==> src/rtl/simd_seq.sv <==
module simd_seq #(
  parameter int NUM_PE = 4,
  parameter int AW     = 10,
  parameter int DW     = 32,
  parameter int OPW    = 10
) (
  input  logic                 clk,
  input  logic                 rst_n,
  output logic [AW-1:0]        mem_addr,
  output logic                 mem_rd,
  output logic                 mem_wr,
  output logic [DW-1:0]        mem_wdata,
  input  logic [DW-1:0]        mem_rdata,
  output logic [NUM_PE-1:0]    pe_exec,
  output logic [NUM_PE-1:0]    pe_wb,
  output logic [OPW-1:0]       pe_op,
  output logic [DW-OPW-1:0]    pe_opnd,
  output logic [DW-1:0]        pe_arg,
  input  logic [NUM_PE*DW-1:0] pe_buf,
  output logic                 done
);
  localparam int ODW = DW - OPW;
  localparam int LSW = (NUM_PE > 1) ? $clog2(NUM_PE) : 1;

  typedef enum logic [3:0] {
    S_F1, S_F2, S_D1, S_D2, S_MW, S_D3, S_EX, S_WB,
    S_S1, S_S2, S_S3, S_S4, S_HLT
  } phase_t;

  phase_t         st;
  logic [AW-1:0]  pc;
  logic [DW-1:0]  ir, arg, sbuf;

  logic [OPW-1:0] op;
  logic [ODW-1:0] opd;
  logic           ctl, is_halt, is_jump, is_store, mem_mode;
  logic [LSW-1:0] lane;
  logic [DW-1:0]  imm;

  assign op       = ir[DW-1 -: OPW];
  assign opd      = ir[ODW-1:0];
  assign ctl      = (op[OPW-1:2] == '0) && (op[1:0] != 2'd0);
  assign is_halt  = ctl && (op[1:0] == 2'd1);
  assign is_jump  = ctl && (op[1:0] == 2'd2);
  assign is_store = ctl && (op[1:0] == 2'd3);
  assign mem_mode = opd[ODW-1] && !op[OPW-2] && !ctl;
  assign lane     = opd[AW +: LSW];
  assign imm      = {{(DW-AW){1'b0}}, opd[AW-1:0]};

  always_ff @(posedge clk or negedge rst_n) begin
    if (!rst_n) begin
      st   <= S_F1;
      pc   <= '0;
      ir   <= '0;
      arg  <= '0;
      sbuf <= '0;
    end else begin
      case (st)
        S_F1: st <= S_F2;
        S_F2: begin
          pc <= pc + AW'(1);
          st <= S_D1;
        end
        S_D1: begin
          ir <= mem_rdata;
          st <= S_D2;
        end
        S_D2: st <= mem_mode ? S_MW : S_D3;
        S_MW: st <= S_D3;
        S_D3: begin
          arg <= mem_mode ? mem_rdata : imm;
          st  <= S_EX;
        end
        S_EX: begin
          if (is_halt)        st <= S_HLT;
          else if (is_jump) begin
            pc <= opd[AW-1:0];
            st <= S_F1;
          end
          else if (is_store)  st <= S_S1;
          else if (op[OPW-1]) st <= S_WB;
          else                st <= S_F1;
        end
        S_WB: st <= S_F1;
        S_S1: begin
          sbuf <= pe_buf[lane*DW +: DW];
          st   <= S_S2;
        end
        S_S2: st <= S_S3;
        S_S3: st <= S_S4;
        S_S4: st <= S_F1;
        S_HLT: st <= S_HLT;
        default: st <= S_F1;
      endcase
    end
  end

  assign mem_rd    = (st == S_F1) || ((st == S_D2) && mem_mode);
  assign mem_wr    = (st == S_S3) || (st == S_S4);
  assign mem_addr  = (st == S_F1 || st == S_F2) ? pc : opd[AW-1:0];
  assign mem_wdata = sbuf;
  assign pe_exec   = {NUM_PE{(st == S_EX) && !ctl}};
  assign pe_wb     = {NUM_PE{st == S_WB}};
  assign pe_op     = op;
  assign pe_opnd   = opd;
  assign pe_arg    = arg;
  assign done      = (st == S_HLT);
endmodule

==> config.mk <==
export PLATFORM = sky130hd
export DESIGN_NAME = simd_seq
export DESIGN_NICKNAME = d
export VERILOG_FILES = /design/src/rtl/simd_seq.sv
export SDC_FILE = /design/constraint.sdc
export NUM_CORES = 1
export LEC_CHECK = 0
export ABC_CLOCK_PERIOD_IN_PS = 1700
export BUFFER_PORTS_ARGS = -buffer_cell sky130_fd_sc_hd__buf_2
export CORE_ASPECT_RATIO = 1.25
export CORE_UTILIZATION = 43
export CTS_BUF_LIST = sky130_fd_sc_hd__clkbuf_2 sky130_fd_sc_hd__clkbuf_4 sky130_fd_sc_hd__clkbuf_8
export CTS_CLUSTER_DIAMETER = 60
export DETAILED_ROUTE_END_ITERATION = 8
export GPL_ROUTABILITY_DRIVEN = 0
export PLACE_DENSITY = 0.87
export SYNTH_ARGS = -nofsm -noshare
export SYNTH_HDL_FRONTEND = slang
export SYNTH_SLANG_ARGS = --single-unit
==> constraint.sdc <==
create_clock -name clk -period 1.7 [get_ports clk]
set_input_delay 0.34 -clock clk [delete_from_list [all_inputs] [get_ports clk]]
set_output_delay 0.34 -clock clk [all_outputs]
set_load 0.02 [all_outputs]
==> impl.org <==
** Logic synthesis
- After synthesis, the largest family of logic cells by area is multiplexers.
- By area the synthesized netlist is led by dfrtp_1 (50%), mux2_2 (15%), mux4_2 (13%).
- In this run the biggest area consumer among cell types represents 49.8% of the synthesized area.
- Synthesis-stage register bit count :: 110
- The synthesized design contains 0 enable-type register cells.
- Fraction of the mapped netlist area in adder cells :: 0.226%
- Share of the synthesized area in compound gates (AO/OA/AOI/OAI) :: 10.3%
- After Yosys synthesis, and, or, nand and nor cells account for 7.95% of the synthesized area.
- Synth async-reset ratio :: 100%
- A synthesized cell averages 13.2 um2.
- Top flip-flop cell by instance count after synthesis :: dfrtp_1
- Summing every instance area after synthesis gives 0.00553 mm2.
- Portion of netlist area occupied by mux cells :: 28.1%
- Sequential elements use 49.8% of the synthesized area.
- Count of different cell masters after synthesis :: 50
- Post-synthesis share of cell area spent on xor and xnor gates :: 0%
- Ys Warns :: 0
- Largest area contributor in the synthesized netlist :: dfrtp_1
- Synthesis handed over a netlist of 418 instances.
- The number of nets in the synthesized netlist is 581.

** Global route
- Global routing used 54.3% of the available met2 tracks.
- GRT met1 Usage :: 37.4%
- The first global-routing pass estimated 32300 um of wire.
- The initial antenna violation count came to 9.
- The number of global-route vias before repair is 5698.
- In the global route stage, met3 resource usage came out at 10.7%.
- Global-route usage over all layers :: 33.2%
- Pin count of the biggest net entering global routing :: 42
- The global routing stage identified its most utilized layer as met2.
- For this run the aggregate overflow at the end of global routing stands at 0.

** Status
- The flow ran to the end, but the final reports show violations.
- Violations in the final reports :: setup timing

** Final layout
- Final core area utilization :: 73.5%
- Non-filler cells in the finished layout :: 954
- Filler Cells Inserted :: 769
- At the end of the flow, the number of nets in the layout was 939.
- The post-route netlist has 73.4% of its cells at a drive strength greater than 1.
- Syn-to-layout area delta :: 64.1%

** Worst setup path
- Critical path type :: flop to output port
- Data required, critical path :: 1360 ps
- Crit end category :: output port
- Along the worst path, the maximum fanout reaches 2.
- Data arrival at the endpoint of the critical path :: 1930 ps
- STA classifies the critical path startpoint as a flop.
- R2r setup slk :: -410 ps
- The worst register-to-register path has a depth of 6.

** Clocking
- After clock tree synthesis, the clock-pin slew on the worst setup and hold paths is 110 ps.
- TritonCTS buffer count :: 9
- Clock tree synthesis selected as its root buffer the cell clkbuf_8.
- Total number of H-tree levels :: 3
- Clock tree from TritonCTS :: done
- The clock passes through at most 2 buffers.
- The tree built by TritonCTS fans out to 110 sinks.
- Clock latency on the worst-skew pair, taken at its later pin, is 390 ps.

** Timing
- Fmax :: 0.441 GHz
- Hold timing on the final database bottoms out at a slack of 181 ps.
- Final-layout setup total negative slack :: -36960 ps
- Unrepaired setup endpoints after global routing :: true
- Final number of max-transition violations :: 0
- Setup violations remaining at the end of the flow were counted as 128.
- Crit share post-route :: 134%
- Worst clock skew on the final layout :: 15.2 ps
- Counting I/O delays and the setup requirement, the final critical path takes 2270 ps.
- After layout, the worst setup slack is -570 ps.
- The hold violation count in the final report is 0.
- Worst slew pin tran :: 521 ps
- Measured against its own limit, the worst slew margin works out to 65.1%.

** Drt
- Vias after detailed routing :: 5470
- The first detailed-routing pass took 5 iterations.
- In this run, the number of DRC markers left after iteration 0 of detailed routing was 306.
- Post-detailed-routing wire length :: 22300 um
- Via-per-instance ratio :: 5.73
- After detailed routing, the average wire length per cell comes to 23.4 um.
- DRT antenna net count :: 0
- In the routed design, unresolved DRC markers number 0.

** Pwr
- Clk network pwr share :: 9.8%
- Worst-case vdd ir drop :: 1.49 mV
- The internal portion of the total power is 9.55 mW.
- Static Leakage :: 4.48 nW
- Sequential cells burn 26.6% of the power.
- Share of total power consumed by net switching :: 42.5%
- For this design the ratio of total power to cell area is 1830 mW/mm2.
- Of the total power, combinational logic draws 63.6%.
- The analysis attributes to net switching a power of 7.05 mW.

** Run
- The tool flagged a number of max-cap violations equal to 0.

** Floorplanning
- Die width :: 103 um
- After floorplanning, the core was divided into 45 placement rows.
- The core region is 0.0123 mm2.
- Y dimension of the die :: 129 um
- Initial standard-cell utilization of the core :: 44.8%
- IO Count :: 279
- The floorplan step defined a die boundary enclosing 0.0133 mm2.

** Placed design
- Number of buffers added on ports :: 278
- The number of placed instances, taps included, is 873.
- Pre-CTS WS :: -240 ps
- Total half-perimeter wirelength after legalization and detailed placement :: 13600 um

** Worst hold path
- Worst Hold Depth :: 2
- The worst hold path belongs to the class input pin to flop.
-- final cells by class --
type	instances	area, um2	share of cell area [%]
clock inverters	5	46.3	0.511
well taps	164	205	2.26
inverters	1	3.75	0.0414
repair buffers	381	2680	29.6
diodes	9	22.5	0.248
flip-flops and latches	110	2760	30.5
clock buffers	11	151	1.67
multi-input cells	273	3190	35.2
-- cell usage in the layout, fill, tap and decap left out, types with 2 or more instances in the layout --
| cell | instances |
|---|---|
| buf_2 | 256 |
| nand2_1 | 15 |
| dfrtp_2 | 9 |
| buf_8 | 3 |
| nor3_1 | 2 |
| o31a_1 | 2 |
| nand4_1 | 2 |
| a21oi_2 | 20 |
| o21ai_1 | 3 |
| nor4_4 | 2 |
| nor4b_4 | 3 |
| nand2_4 | 3 |
| buf_4 | 57 |
| mux4_2 | 32 |
| inv_6 | 4 |
| nor2_1 | 17 |
| nor2b_1 | 2 |
| buf_12 | 15 |
| o22ai_2 | 5 |
| clkbuf_8 | 11 |
| nand2_2 | 11 |
| dfrtp_1 | 101 |
| and3b_1 | 2 |
| buf_6 | 44 |
| buf_16 | 3 |
| nand3b_1 | 2 |
| or4_4 | 2 |
| diode_2 | 9 |
| a21oi_1 | 7 |
| mux2_4 | 73 |
| a22o_1 | 22 |
| o21ai_0 | 6 |
| nor2_4 | 5 |
| nand3_1 | 4 |
| and3_4 | 2 |
-- worst max-delay path, cell delays in order (launching register included) --
cell and delay [ps]:
dfrtp_2 430, or4_4 560, o31ai_4 330, o21ai_4 80, buf_6 130
-- Yosys cell counts, drive strengths merged, types with 2 or more instances --
master / number
a21oi: 27
a22o: 22
and3: 3
and3b: 2
buf: 23
clkbuf: 14
dfrtp: 110
mux2: 73
mux4: 32
nand2: 29
nand3: 5
nand3b: 2
nand4: 2
nor2: 20
nor2b: 3
nor3: 3
nor4: 3
nor4b: 3
o21ai: 11
o22ai: 5
o31a: 2
or4: 2
-- stage by stage --
step / power, mW / area [um2]
floorplan: 9.25 / 5660
global placement: 11.7 / 7530
detailed placement: 12.1 / 7530
CTS: 15.8 / 8830
global route: 17.2 / 9050
finish: 16.6 / 9060
-- flip-flops by register name (all words and copies together) (netlist names) --
| register | count |
|---|---|
| st | 4 |
| pc | 10 |
| mem_wdata | 32 |
| pe_arg | 32 |
| ir | 32 |
-- worst paths after layout --
| path | startpoint | endpoint |
|---|---|---|
| setup / recovery | ir[24] | mem_rd |
| hold / removal | mem_rdata[13] | pe_arg[13] |
| setup reg to reg | ir[24] | pe_arg[26] |
| hold reg to reg | pe_arg[31] | pe_arg[31] |
| max in group asynchronous | rst_n | ir[10] |
| min in group asynchronous | rst_n | ir[0] |
-- power by group through the flow --
| stage | logic, mW | registers (mW) | clock network [mW] |
|---|---|---|---|
| 2_1_floorplan | 4.15 | 5.10 | 0 |
| 3_3_place_gp | 7.50 | 4.24 | 0 |
| 3_5_place_dp | 7.75 | 4.32 | 0 |
| 4_1_cts | 9.86 | 4.31 | 1.63 |
| 5_1_grt | 11.0 | 4.48 | 1.74 |
| 6_report | 10.6 | 4.41 | 1.63 |
-- kinds of logic (layout without fill, tap and decap cells) --
| group | Yosys count | count (layout) |
|---|---|---|
| compound gates | 80 | 80 |
| fa+ha+maj | 1 | 1 |
| buf+inv | 38 | 398 |
| flops | 110 | 110 |
| other cells | 0 | 9 |
| simple gates | 83 | 86 |
| mux | 106 | 106 |
-- timing repair --
| item | 4_1_cts | 5_1_grt |
|---|---|---|
| gates cloned | 11 | 2 |
| hold buffers | 1 | 0 |
| pin swaps | 23 | 22 |
| setup endpoints to repair | 127 | 128 |
| endpoints found under the hold margin | 16 | 0 |
| resized for setup | 171 | 50 |
| buffers inserted | 30 | 24 |
-- metal layers --
metal  wire length (um)  vias up
met5                 13        -
met4               1240        2
met3               2020       92
met2              11200      332
met1               7810     2726
li1                   -     2318
(Power assumes the default switching activity.)
